### src/rtl/pll_cfg_pkg.sv
package pll_cfg_pkg;
  localparam int DW     = 8;
  localparam int AW     = 8;
  localparam int NSLOT  = 7;
  localparam int NPLL   = 2;

  typedef enum logic [1:0] {
    ACC_NONE  = 2'b00,
    ACC_READ  = 2'b01,
    ACC_WRITE = 2'b10,
    ACC_BAD   = 2'b11
  } acc_e;

  // {hit, slot}: offsets 0..2 -> slots 0..2, offset 3 is a hole, 4..7 -> 3..6
  function automatic logic [3:0] slot_of(input logic [AW-1:0] addr,
                                         input logic [AW-1:0] base);
    logic [AW-1:0] off;
    off = addr - base;
    case (off)
      8'd0, 8'd1, 8'd2:        slot_of = {1'b1, off[2:0]};
      8'd4, 8'd5, 8'd6, 8'd7:  slot_of = {1'b1, off[2:0] - 3'd1};
      default:                 slot_of = 4'd0;
    endcase
  endfunction
endpackage

### src/rtl/pll_cfg_host_regs.sv
module pll_cfg_host_regs
  import pll_cfg_pkg::*;
#(
  parameter int            DATA_W    = DW,
  parameter int            ADDR_W    = AW,
  parameter int            N_PLL     = NPLL,
  parameter logic [ADDR_W-1:0] ADDR_DATA = 8'h11,
  parameter logic [ADDR_W-1:0] ADDR_IND  = 8'h12,
  parameter logic [ADDR_W-1:0] ADDR_CMD  = 8'h1D,
  parameter logic [ADDR_W-1:0] ADDR_EN   = 8'hB5
) (
  input  logic              clk_i,
  input  logic              rst_ni,
  input  logic              soft_rst_i,
  input  logic              wr_en_i,
  input  logic [ADDR_W-1:0] addr_i,
  input  logic [DATA_W-1:0] wdata_i,
  input  logic [DATA_W-1:0] stg_rdata_i,
  output logic [DATA_W-1:0] data_q_o,
  output logic [ADDR_W-1:0] ind_q_o,
  output acc_e              acc_o,
  output logic [N_PLL-1:0]  xfer_o,
  output logic [DATA_W-1:0] rdata_o,
  output logic              au_en_o
);
  localparam int LO_W = 2 + N_PLL;
  localparam int HI_W = DATA_W - LO_W;

  logic [DATA_W-1:0] data_q;
  logic [ADDR_W-1:0] ind_q;
  logic [HI_W-1:0]   cmd_hi_q;
  logic              en_q;
  logic              cmd_wr;

  assign cmd_wr = wr_en_i && (addr_i == ADDR_CMD);
  assign acc_o  = cmd_wr ? acc_e'(wdata_i[1:0]) : ACC_NONE;
  assign xfer_o = cmd_wr ? wdata_i[LO_W-1:2] : '0;

  always_ff @(posedge clk_i or negedge rst_ni) begin
    if (!rst_ni) begin
      data_q   <= '0;
      ind_q    <= '0;
      cmd_hi_q <= '0;
    end else begin
      if (wr_en_i && addr_i == ADDR_DATA) data_q <= wdata_i;
      else if (acc_o == ACC_READ)         data_q <= stg_rdata_i;
      if (wr_en_i && addr_i == ADDR_IND)  ind_q <= wdata_i;
      if (cmd_wr)                         cmd_hi_q <= wdata_i[DATA_W-1:LO_W];
    end
  end

  always_ff @(posedge clk_i or negedge rst_ni) begin
    if (!rst_ni)                             en_q <= 1'b0;
    else if (soft_rst_i)                     en_q <= 1'b1;
    else if (wr_en_i && addr_i == ADDR_EN)   en_q <= wdata_i[0];
  end

  always_comb begin
    unique case (addr_i)
      ADDR_DATA: rdata_o = data_q;
      ADDR_IND:  rdata_o = ind_q;
      ADDR_CMD:  rdata_o = {cmd_hi_q, {LO_W{1'b0}}};
      ADDR_EN:   rdata_o = {{(DATA_W-1){1'b0}}, en_q};
      default:   rdata_o = '0;
    endcase
  end

  assign data_q_o = data_q;
  assign ind_q_o  = ind_q;
  assign au_en_o  = en_q;
endmodule

### src/rtl/pll_cfg_bank.sv
module pll_cfg_bank
  import pll_cfg_pkg::*;
#(
  parameter int              DATA_W = DW,
  parameter int              ADDR_W = AW,
  parameter int              N_SLOT = NSLOT,
  parameter logic [ADDR_W-1:0] BASE = 8'd2
) (
  input  logic                     clk_i,
  input  logic                     rst_ni,
  input  logic                     wr_i,
  input  logic                     xfer_i,
  input  logic [ADDR_W-1:0]        ind_i,
  input  logic [DATA_W-1:0]        wdata_i,
  output logic [DATA_W-1:0]        rdata_o,
  output logic [N_SLOT*DATA_W-1:0] active_o
);
  logic [3:0]        hit;
  logic [DATA_W-1:0] stg [N_SLOT];

  assign hit = slot_of(ind_i, BASE);

  for (genvar k = 0; k < N_SLOT; k++) begin : g_slot
    logic sel;
    logic [DATA_W-1:0] stg_nxt;
    logic [DATA_W-1:0] act_q;

    assign sel     = wr_i && hit[3] && (hit[2:0] == 3'(k));
    assign stg_nxt = sel ? wdata_i : stg[k];

    always_ff @(posedge clk_i or negedge rst_ni) begin
      if (!rst_ni) begin
        stg[k] <= '0;
        act_q  <= '0;
      end else begin
        stg[k] <= stg_nxt;
        if (xfer_i) act_q <= stg_nxt;  // same-cycle write is committed
      end
    end

    assign active_o[k*DATA_W +: DATA_W] = act_q;
  end

  always_comb begin
    rdata_o = '0;
    for (int k = 0; k < N_SLOT; k++)
      if (hit[3] && hit[2:0] == 3'(k)) rdata_o = stg[k];
  end
endmodule

### src/rtl/pll_cfg_port.sv
module pll_cfg_port
  import pll_cfg_pkg::*;
#(
  parameter int DATA_W = DW,
  parameter int ADDR_W = AW,
  parameter int N_SLOT = NSLOT,
  parameter logic [2*ADDR_W-1:0] BASES = {8'd10, 8'd2},
  localparam int BANK_W = N_SLOT * DATA_W
) (
  input  logic              clk_i,
  input  logic              rst_ni,
  input  logic              soft_rst_i,
  input  logic              wr_en_i,
  input  logic [ADDR_W-1:0] addr_i,
  input  logic [DATA_W-1:0] wdata_i,
  output logic [DATA_W-1:0] rdata_o,
  output logic [BANK_W-1:0] sys_bank_o,
  output logic [BANK_W-1:0] au_bank_o,
  output logic              au_en_o
);
  localparam int N_PLL = 2;

  logic [DATA_W-1:0] data_q;
  logic [ADDR_W-1:0] ind_q;
  acc_e              acc;
  logic [N_PLL-1:0]  xfer;
  logic [DATA_W-1:0] stg_rdata;
  logic [DATA_W-1:0] bank_rd [N_PLL];
  logic [BANK_W-1:0] bank_act [N_PLL];

  pll_cfg_host_regs #(
    .DATA_W(DATA_W), .ADDR_W(ADDR_W), .N_PLL(N_PLL)
  ) u_regs (
    .clk_i      (clk_i),
    .rst_ni     (rst_ni),
    .soft_rst_i (soft_rst_i),
    .wr_en_i    (wr_en_i),
    .addr_i     (addr_i),
    .wdata_i    (wdata_i),
    .stg_rdata_i(stg_rdata),
    .data_q_o   (data_q),
    .ind_q_o    (ind_q),
    .acc_o      (acc),
    .xfer_o     (xfer),
    .rdata_o    (rdata_o),
    .au_en_o    (au_en_o)
  );

  for (genvar i = 0; i < N_PLL; i++) begin : g_pll
    pll_cfg_bank #(
      .DATA_W(DATA_W), .ADDR_W(ADDR_W), .N_SLOT(N_SLOT),
      .BASE(BASES[i*ADDR_W +: ADDR_W])
    ) u_bank (
      .clk_i   (clk_i),
      .rst_ni  (rst_ni),
      .wr_i    (acc == ACC_WRITE),
      .xfer_i  (xfer[i]),
      .ind_i   (ind_q),
      .wdata_i (data_q),
      .rdata_o (bank_rd[i]),
      .active_o(bank_act[i])
    );
  end

  // banks decode disjoint ranges, so at most one is non-zero
  always_comb begin
    stg_rdata = '0;
    for (int i = 0; i < N_PLL; i++) stg_rdata = stg_rdata | bank_rd[i];
  end

  assign sys_bank_o = bank_act[0];
  assign au_bank_o  = bank_act[1];
endmodule

### config.mk
export PLATFORM = sky130hd
export DESIGN_NAME = pll_cfg_port
export DESIGN_NICKNAME = d
export VERILOG_FILES = /design/src/rtl/pll_cfg_pkg.sv /design/src/rtl/pll_cfg_host_regs.sv /design/src/rtl/pll_cfg_bank.sv /design/src/rtl/pll_cfg_port.sv
export SDC_FILE = /design/constraint.sdc
export NUM_CORES = 1
export LEC_CHECK = 0
export BUFFER_PORTS_ARGS = -buffer_cell sky130_fd_sc_hd__clkbuf_2
export CAP_MARGIN = 20
export CORE_MARGIN = 8
export CORE_UTILIZATION = 30
export DETAILED_ROUTE_END_ITERATION = 16
export GPL_TIMING_DRIVEN = 0
export PLACE_DENSITY_LB_ADDON = 0.05
export SLEW_MARGIN = 5
export SYNTH_ARGS = -nofsm -noshare
export SYNTH_HDL_FRONTEND = slang
export SYNTH_SLANG_ARGS = --single-unit
export TNS_END_PERCENT = 1
### constraint.sdc
create_clock -name clk_i -period 4.1 [get_ports clk_i]
set_input_delay 0.205 -clock clk_i [delete_from_list [all_inputs] [get_ports clk_i]]
set_output_delay 0.205 -clock clk_i [all_outputs]
set_load 0.01 [all_outputs]
**Yosys cells after proc, flatten, opt, wreduce, memory -nomap -nowiden**

Cells that the tools add are included.

- Register bits: 245
- Input bits: 20

- Add/sub/neg operators: 4
- Eq/ne operators: 30
- Multiplexer cells: 37
- Bitwise logic cells: 1
- Reductions and logical operators: 44

Operators by type and width:

| cell | number |
|---|---|
| $mux W8 | 30 |
| $eq A8 B3 Y1 const B | 8 |
| $logic_and A1 B1 Y1 | 34 |
| $pmux W8 S4 | 1 |
| $eq A8 B5 Y1 const B | 3 |
| $eq A3 B3 Y1 const B | 6 |
| $eq A8 B1 Y1 const B | 2 |
| $eq A8 B2 Y1 const B | 2 |
| $logic_not A8 Y1 | 2 |
| $pmux W4 S2 | 2 |
| $eq A3 B2 Y1 const B | 4 |
| $eq A8 B8 Y1 const B | 1 |
| $or A8 B8 Y8 | 1 |
| $reduce_or A4 Y1 | 2 |
| $sub A8 B2 Y8 const B | 1 |
| $sub A8 B4 Y8 const B | 1 |
| $eq A3 B1 Y1 const B | 2 |
| $logic_not A3 Y1 | 2 |
| $reduce_or A3 Y1 | 2 |
| $sub A3 B1 Y3 const B | 2 |
| $mux W2 | 2 |
| $reduce_bool A2 Y1 | 2 |
| $eq A2 B1 Y1 const B | 1 |
| $eq A2 B2 Y1 const B | 1 |
| $mux W1 | 2 |

**Depth between registers and ports, before layout**

Gate-level depths: netlist of run 1.

- Depth in word-level cells: 16
- Depth in mapped cells: 13
- Gate-level depth less buffers: 9

**Modules after synthesis**

From an unflattened synthesis of run 1, not the netlist that was laid out.

- Cells, all modules: 947
- Area total of the unflattened synthesis: 11,738.8 um^2

Modules (own cells, without submodules):

| module | times used | cells an instance | area an instance (um^2) |
|---|---|---|---|
| pll_cfg_bank (g_pll[0].u_bank) | 1 | 484 | 5,350.1 |
| pll_cfg_bank (g_pll[1].u_bank) | 1 | 357 | 5,196.2 |
| pll_cfg_host_regs | 1 | 97 | 1,136.1 |
| pll_cfg_port | 1 | 9 | 56.3 |

**Least setup slack after synthesis of run 1**

Ideal clock, no wire load.

- Path type: reg2reg
- Start: register u_regs.ind_q[0], in the netlist u_regs.ind_q_o[0]
- End: register g_pll[0].u_bank.g_slot[4].act_q[0]
- Setup time: 0.125 ns
- Arrival time: 3.013 ns
- Path slack: 0.962 ns
- Stages on the path, launching flop included: 14
- Path buffers: 4
- Clock period less this slack: 3.138 ns
- Cell sequence: dfrtp_1 -> buf_2 -> inv_2 -> ha_1 -> nor4_4 -> or3_1 -> clkbuf_2 -> or3b_1 -> buf_2 -> nor2_4 -> and3_1 -> buf_4 -> mux2_2 -> mux2_2

- Cells in the longest elaborated chain, start to end: 7
- Elaborated cells between the ends (all ways): 16
- Classes of those cells: add/sub (2); eq/ne (7); mux (2); reduce/logical (5)

Ends and longest elaborated chain:

| item | RTL line | source |
|---|---|---|
| start, declared | pll_cfg_host_regs.sv:30 | `logic [ADDR_W-1:0] ind_q;` |
| start signal, assigned | pll_cfg_host_regs.sv:47 | `if (wr_en_i && addr_i == ADDR_IND) ind_q <= wdata_i;` |
| $sub A8 B2 Y8 * | pll_cfg_pkg.sv:18 | `off = addr - base;` |
| $eq A8 B3 Y1 (tied with other cells) | pll_cfg_pkg.sv:19 | `case (off)` |
| $reduce_or A4 Y1 / $reduce_or A3 Y1 (equally long branches) | pll_cfg_pkg.sv:19 |  |
| $pmux W4 S2 * | pll_cfg_pkg.sv:19 |  |
| $eq A3 B3 Y1 / $logic_and A1 B1 Y1 (equally long branches) | pll_cfg_bank.sv:28 | `assign sel = wr_i && hit[3] && (hit[2:0] == 3'(k));` |
| $logic_and A1 B1 Y1 * | pll_cfg_bank.sv:28 |  |
| $mux W8 * | pll_cfg_bank.sv:29 | `assign stg_nxt = sel ? wdata_i : stg[k];` |
| named net g_pll[0].u_bank.g_slot[4].stg_nxt[0] | pll_cfg_bank.sv:25 | `logic [DATA_W-1:0] stg_nxt;` |
| end signal, assigned | pll_cfg_bank.sv:37 | `if (xfer_i) act_q <= stg_nxt;` |
| end, declared | pll_cfg_bank.sv:26 | `logic [DATA_W-1:0] act_q;` |

The timed path passes the listed nets; every way through them passes the cells marked *.
A chain may end at the register's enable or synchronous reset.

**Worst setup path after layout of run 1**

- Start: register u_regs.ind_q[0], in the netlist u_regs.ind_q_o[0]
- End: register u_regs.data_q[4], in the netlist u_regs.data_q_o[4]

- Cells in the longest elaborated chain, start to end: 16
- Elaborated cells between the ends (all ways): 69
- Classes of those cells: add/sub (4); eq/ne (24); mux (18); bitwise (1); reduce/logical (22)

Ends and longest elaborated chain:

| item | RTL line | source |
|---|---|---|
| $sub A8 B2 Y8 / $sub A8 B4 Y8 (equally long branches) | pll_cfg_pkg.sv:18 |  |
| $eq A8 B3 Y1 (tied with other cells) | pll_cfg_pkg.sv:19 |  |
| $reduce_or A4 Y1 / $reduce_or A3 Y1 (equally long branches) | pll_cfg_pkg.sv:19 |  |
| $pmux W4 S2 | pll_cfg_pkg.sv:19 |  |
| $logic_not A3 Y1 | pll_cfg_bank.sv:47 | `if (hit[3] && hit[2:0] == 3'(k)) rdata_o = stg[k];` |
| $logic_and A1 B1 Y1 | pll_cfg_bank.sv:47 |  |
| $mux W8 (7 in series) | pll_cfg_bank.sv:47 |  |
| $or A8 B8 Y8 * | pll_cfg_port.sv:68 | `for (int i = 0; i < N_PLL; i++) stg_rdata = stg_rdata \| bank_rd[i];` |
| $mux W8 * | pll_cfg_host_regs.sv:46 | `else if (acc_o == ACC_READ) data_q <= stg_rdata_i;` |
| $mux W8 * | pll_cfg_host_regs.sv:45 | `if (wr_en_i && addr_i == ADDR_DATA) data_q <= wdata_i;` |
| end signal, assigned | pll_cfg_host_regs.sv:45 |  |
| end signal, assigned | pll_cfg_host_regs.sv:46 |  |
| end, declared | pll_cfg_host_regs.sv:29 | `logic [DATA_W-1:0] data_q;` |

Every way passes the cells marked *; elsewhere a longest branch is shown, timed or not. The select of a mux whose other input is x is not followed.

==> results of run 1 <==
==> synthesized netlist by cell type, types with 9 or more instances <==
cell,instances,area (sq um)
or3_1,9,56.30
inv_1,17,63.81
dfrtp_1,245,6131
a211oi_1,10,75.07
o21ai_0,17,85.08
nand2_1,34,127.6
clkbuf_1,23,86.33
a222oi_1,9,90.09
buf_2,13,65.06
nor2_1,30,112.6
mux2_2,230,2590
a21oi_1,15,75.07
mux2i_1,15,150.1
o22ai_1,13,81.33
==> power by group through the flow <==
stage               clock (mW)  combinational (mW)  sequential (mW)
floorplan                    0               0.144             2.48
global placement             0               0.265             2.48
detailed placement           0               0.271             2.48
CTS                       2.91               0.280             2.44
global route              3.01               0.306             2.44
finish                    2.81               0.274             2.44
==> per-stage QoR <==
| stage | hold WS (ps) | power [mW] |
|---|---|---|
| finish | 90.97 | 5.526 |
| detailed placement | 367.8 | 2.752 |
| CTS | 59.17 | 5.630 |
| global route | 85.85 | 5.750 |
| global placement | 424.1 | 2.748 |
| floorplan | -90.59 | 2.621 |
==> cells by family (layout without fill, tap and decap cells) <==
family / after synthesis / count (layout) / synth area share
multiplexers: 246 / 246 / 0.2537
AO/OA/AOI/OAI: 111 / 111 / 0.07490
buffers and inverters: 66 / 269 / 0.02535
AND/OR/NAND/NOR: 138 / 138 / 0.07444
flip-flops: 245 / 245 / 0.5646
other: 0 / 1 / 0
adder cells (fa/ha/maj): 6 / 6 / 0.006914
==> final cells by class <==
class | instances | area (sq um) | area share
Sequential cell | 245 | 6131 | 0.4594
Multi-Input combinational cell | 501 | 4452 | 0.3336
Clock buffer | 40 | 867.1 | 0.06497
Timing Repair Buffer | 150 | 849.6 | 0.06365
Tap cell | 461 | 576.8 | 0.04322
Buffer | 47 | 203.9 | 0.01528
Clock inverter | 13 | 192.7 | 0.01444
Inverter | 19 | 71.32 | 0.005344
Antenna cell | 1 | 2.502 | 0.0001875
==> metal layers <==
layer  vias to the layer above  GRT usage
met5                         -          0
met4                         0    0.03701
met3                        38    0.03417
met2                       169     0.2668
met1                      3786     0.2176
li1                       3357          -
==> sequential cells by signal, indices dropped and copies added, names as in the netlist <==
register / count
u_regs.au_en_o: 1
u_regs.cmd_hi_q: 4
g_pll.u_bank.stg: 112
u_regs.data_q_o: 8
g_pll.u_bank.g_slot.act_q: 112
u_regs.ind_q_o: 8
==> worst reg2reg max path: cells and delay by family (launching register included) <==
kind	cells	cell delay, ps
adder cells (fa/ha/maj)	1	350
AND/OR/NAND/NOR	1	420
flip-flops	1	390
buffers and inverters	2	400
AO/OA/AOI/OAI	5	2080
==> how the worst max path moves through the flow <==
stage / from / end
final: u_regs.ind_q_o[0] / u_regs.data_q_o[4]
after global routing: u_regs.ind_q_o[1] / g_pll[1].u_bank.g_slot[2].act_q[5]
after CTS: u_regs.ind_q_o[1] / g_pll[1].u_bank.g_slot[4].act_q[2]
after detailed placement: u_regs.ind_q_o[0] / g_pll[1].u_bank.g_slot[0].act_q[6]
after global placement: rst_ni / g_pll[0].u_bank.g_slot[2].act_q[2]
after floorplan: u_regs.ind_q_o[0] / g_pll[0].u_bank.g_slot[4].act_q[0]
==> flow_summary.json, run 1 <==
{
  "status": "completed",
  "finalWeightedCongestion": 0.8055,
  "holdPathStages": 2,
  "synth_fp_nets": 838,
  "coreArea_sq_um": 35570,
  "finalCritPeriodShare": 0.8999,
  "route.layer.met1.wl_um": 15620,
  "met2WireLength_um": 16670,
  "hold_viol_final": 0,
  "synth_edf_count": 0,
  "tns_ps": 0,
  "cp_top_family": "compound AO/OA/AOI/OAI gates",
  "critPathCaptureType": "flop",
  "switching_share": 0.2234,
  "routed.top_layer": "met4",
  "critical_path_arrival_ps": 4170,
  "grt_pass1_wl_um": 52090,
  "grt_pass1_vias": 7917,
  "tightest_slew_ps": 985.0,
  "p_switching_mw": 1.234,
  "rsz0062_at_grt": "no",
  "ios": 141,
  "worst-path-max-fanout": 10,
  "fmax_mhz": 271.0,
  "syn_avg_cell_area_sq_um": 13.37,
  "post_cts_buffers": 0,
  "cts_buffer_depth": 3,
  "reg2reg_to": "u_regs.data_q_o[4]",
  "ys_seq_area_frac": 0.5646,
  "avgViaCountPerCell": 4.976,
  "post-place-ws_ps": 393.0,
  "cp_slowest_cell": "o41ai_1",
  "synth_seq_cells": 245,
  "relSlewSlack": 0.3434,
  "die_w_um": 206.2,
  "layout_min_cycle_time_ps": 3690,
  "fin_ws_ps": 410.3,
  "hold_path.class": "input port to flop",
  "cts_hold_repair.buffers": 9,
  "crit_buf_inv": 2,
  "fin_area_sq_um": 13350,
  "crit_chain": "buf_2 > inv_2 > ha_1 > o41ai_1 > nand3_1 > o22ai_1 > a21oi_1 > o21ai_0 > a21o_1",
  "crit_cells": 9,
  "hp-start": "wdata_i[0]",
  "cts_buffers": 29,
  "clockRootBuffer": "clkbuf_16",
  "placedInstanceArea_sq_um": 12190,
  "postRouteAntennaNets": 0,
  "dpl.hpwl_um": 24860,
  "drc": 0,
  "synth_area_sq_um": 10860,
  "p_per_area_nw_per_um2": 414.0,
  "cap_violations": 0,
  "p_int_mw": 4.292,
  "skew_ps": 11.04,
  "finalSetupViolCount": 0,
  "critPathKind": "flop to flop",
  "p_leak_nw": 6.796,
  "combPwrFrac": 0.050,
  "grt_max_degree": 94,
  "clkPwrFrac": 0.509,
  "slowest_delay_ps": 840,
  "seqPwrFrac": 0.441,
  "worst_setup_path_start_kind": "flop",
  "reg2reg_slack_ps": 410,
  "whs_endpoint": "u_regs.ind_q_o[0]",
  "final_cells": 1477,
  "async_flop_share": 1.000,
  "mostFrequentLayoutCells": "dfrtp_1, mux2_2, clkbuf_2",
  "reg2regPathDepth": 9,
  "drt_wl_total_um": 34750,
  "n_fill_cell": 3539,
  "rr_startpoint": "u_regs.ind_q_o[0]",
  "cts_resized": 0,
  "routed-wl-met3_um": 1765,
  "synth_cell_types": 65,
  "final_common_cell": "dfrtp_1",
  "antenna_found_initial": 1,
  "cp_data_required_time_ps": 4580,
  "cts_tree": "built",
  "dr.pass1.iters": 4,
  "die_area_sq_um": 42540,
  "grt.total_usage": 0.1625,
  "fin_nets": 1019,
  "dominantRegCellSynth": "dfrtp_1",
  "grt-ovfl-total": 0,
  "dp.cells": 1414,
  "synth_cells": 812,
  "drive_above_1_share": 0.4522,
  "syn_to_final_growth_pct": 22.92,
  "numClockSinks": 245,
  "portBuffers": 139,
  "ys_warn_count": 0,
  "die_y_um": 206.2,
  "clk_latency_ps": 540,
  "final_max_slew_viol_count": 0,
  "h-tree-depth": 1,
  "num_vias": 7350,
  "final_util": 0.3752,
  "ir_worst_vdd_mv": 0.2862,
  "cts.clk_slew.worst_paths_ps": 60,
  "row_count": 69,
  "post_drt_wl_per_cell_um": 23.53,
  "drt_iter0_markers": 428,
  "initial_core_util": 0.3053
}
Power figures use the tool's default switching activity.
==> inputs of run 2 (changes only) <==
CAP_MARGIN = unset   (was 20)
clock period = 3.45 ns   (was 4.1 ns; I/O delays follow)
==> run 2 against run 1 <==
Net effect:
- cell count grew 0.54%
- clock skew is essentially flat
- register-to-register slack lost 280 ps
- hold slack worse by 40 ps
- non-clock buffer count rose by 9
- sequential power grew 19%
- combinational power rose by 28%
- flip-flop and latch count did not move
- core utilization increased by 0.55 points
- via count grew 0.78%
- first-iteration DRC count is 4.2% lower
- wire length is 0.64% higher
- critical path type unchanged
- largest power group unchanged
- highest routed layer unchanged
==> flow_summary.json, run 2 (synthesis results as in run 1) <==
{
  "status": "completed",
  "critical_path_arrival_ps": 3740,
  "cp_data_required_time_ps": 3870,
  "cts_tree": "built",
  "clockRootBuffer": "clkbuf_16",
  "slowest_delay_ps": 560,
  "grt.total_usage": 0.1627,
  "p_leak_nw": 6.868,
  "n_fill_cell": 3525,
  "die_area_sq_um": 42540,
  "initial_core_util": 0.3053,
  "clk_latency_ps": 540,
  "dpl.hpwl_um": 24860,
  "drt_wl_total_um": 34970,
  "finalSetupViolCount": 0,
  "worst-path-max-fanout": 10,
  "die_y_um": 206.2,
  "drive_above_1_share": 0.4736,
  "skew_ps": 11.41,
  "final_common_cell": "dfrtp_1",
  "worst_setup_path_start_kind": "flop",
  "portBuffers": 139,
  "holdPathStages": 2,
  "grt.met2_usage": 0.2670,
  "finalWeightedCongestion": 0.8055,
  "mostFrequentLayoutCells": "dfrtp_1, mux2_2, clkbuf_2",
  "grt_pass1_vias": 7929,
  "cts_buffers": 29,
  "fmax_mhz": 301.5,
  "cp_top_family": "compound AO/OA/AOI/OAI gates",
  "crit_buf_inv": 3,
  "crit_chain": "clkbuf_4 > inv_8 > ha_4 > or4_1 > a22o_1 > buf_2 > nand2_1 > nor2_8 > a221oi_1 > o21ai_0 > a21o_1",
  "critPathCaptureType": "flop",
  "busiest_layer": "met2",
  "tightest_slew_ps": 971.4,
  "crit_cells": 11,
  "final_util": 0.3807,
  "numClockSinks": 245,
  "finalCritPeriodShare": 0.9613,
  "top_regs": "g_pll.u_bank.g_slot.act_q: 112 flops, g_pll.u_bank.stg: 112 flops",
  "h-tree-depth": 1,
  "final_max_slew_viol_count": 0,
  "cts.clk_slew.worst_paths_ps": 60,
  "num_vias": 7407,
  "ios": 141,
  "tns_ps": 0,
  "multi_input_area_sq_um": 4562,
  "reg2regPathDepth": 11,
  "ir_worst_vdd_mv": 0.3415,
  "avgViaCountPerCell": 4.988,
  "die_w_um": 206.2,
  "hold_viol_final": 0,
  "grt-ovfl-total": 0,
  "post-place-ws_ps": -257.0,
  "drt_iter0_markers": 410,
  "cts_buffer_depth": 3,
  "grt_max_degree": 94,
  "coreArea_sq_um": 35570,
  "total_power_mw": 6.594,
  "cap_violations": 0,
  "grt_pass1_wl_um": 52160,
  "row_count": 69,
  "relSlewSlack": 0.3524,
  "hold_path.class": "input port to flop",
  "diodes": 0,
  "antenna_found_initial": 1,
  "fin_nets": 1028,
  "post_drt_wl_per_cell_um": 23.55,
  "drc": 0,
  "met1_usage": 0.2186,
  "syn_to_final_growth_pct": 24.72,
  "postRouteAntennaNets": 0,
  "seqCellArea_sq_um": 6132,
  "fin_ws_ps": 133.4,
  "p_per_area_nw_per_um2": 487.0,
  "gr-usage-met3": 0.03307,
  "cp_slowest_cell": "or4_1",
  "critPathKind": "flop to flop",
  "layout_min_cycle_time_ps": 3317,
  "dr.pass1.iters": 7
}
run 2: cell types whose count changed in the layout (fill, tap and decap cells not counted), sizes merged:
cell	previous run	this run
buf	23	31
diode	1	0
clkbuf	205	206
run 2: path summary, 6_finish.rpt:
kind | start | end | slack, ps
worst min-delay path | wdata_i[0] | u_regs.ind_q_o[0] | 50
max in group asynchronous | rst_ni | g_pll[0].u_bank.g_slot[5].act_q[5] | 2240
min in group asynchronous | rst_ni | g_pll[1].u_bank.g_slot[1].act_q[2] | 300
worst max-delay path | u_regs.ind_q_o[0] | u_regs.data_q_o[5] | 130
worst max register to register | u_regs.ind_q_o[0] | u_regs.data_q_o[5] | 130
worst min register to register | u_regs.cmd_hi_q[3] | u_regs.cmd_hi_q[3] | 480
run 2: cell type report:
cell class                 count  share of cell area
multi-input combinational    501              0.3369
clock buffer                  40             0.06403
sequential                   245              0.4528
inverter                      19            0.005821
tap                          461             0.04259
clock inverter                13             0.01423
buffer                        46             0.01534
timing repair buffer         160             0.06828
run 2: power breakdown:
| group | leakage, nW | internal [mW] | switching [mW] | total [mW] |
|---|---|---|---|---|
| Combinational | 2.94 | 0.117 | 0.234 | 0.351 |
| Clock | 0.529 | 2.11 | 1.23 | 3.35 |
| Sequential | 3.40 | 2.88 | 0.0130 | 2.90 |
| Total | 6.87 | 5.11 | 1.48 | 6.59 |
run 2: worst register-to-register path: cells and delay by family, from the launching register on:
family          cells  cell delay [ps]
compound gates      4             1190
fa+ha+maj           1              190
buf+inv             3              500
flops               1              380
simple gates        3              930
run 2: metrics by stage:
| stage | area (sq um) | cells | hold WS [ps] |
|---|---|---|---|
| after floorplan | 10860 | 812 | -123.1 |
| after global placement | 12130 | 1412 | 391.6 |
| after detailed placement | 12190 | 1414 | 335.3 |
| after CTS | 13410 | 1478 | 26.67 |
| after global routing | 13540 | 1485 | 53.35 |
| final | 13540 | 1485 | 50.74 |
run 2: timing repair:
| action | CTS | global route |
|---|---|---|
| resized for setup | 11 | 20 |
| hold buffers | 9 | 0 |
| pin swaps | 1 | 2 |
| endpoints found under the hold margin | 104 | 0 |
| setup buffers | 2 | 8 |
| endpoints found under the setup margin | 70 | 120 |
run 2: routing by layer:
layer / wire [um] / share of wire / vias to the layer above
li1: - / - / 3372
met1: 15740 / 0.45 / 3826
met2: 16750 / 0.48 / 167
met3: 1758 / 0.050 / 42
met4: 733 / 0.021 / 0
met5: 0 / 0 / -
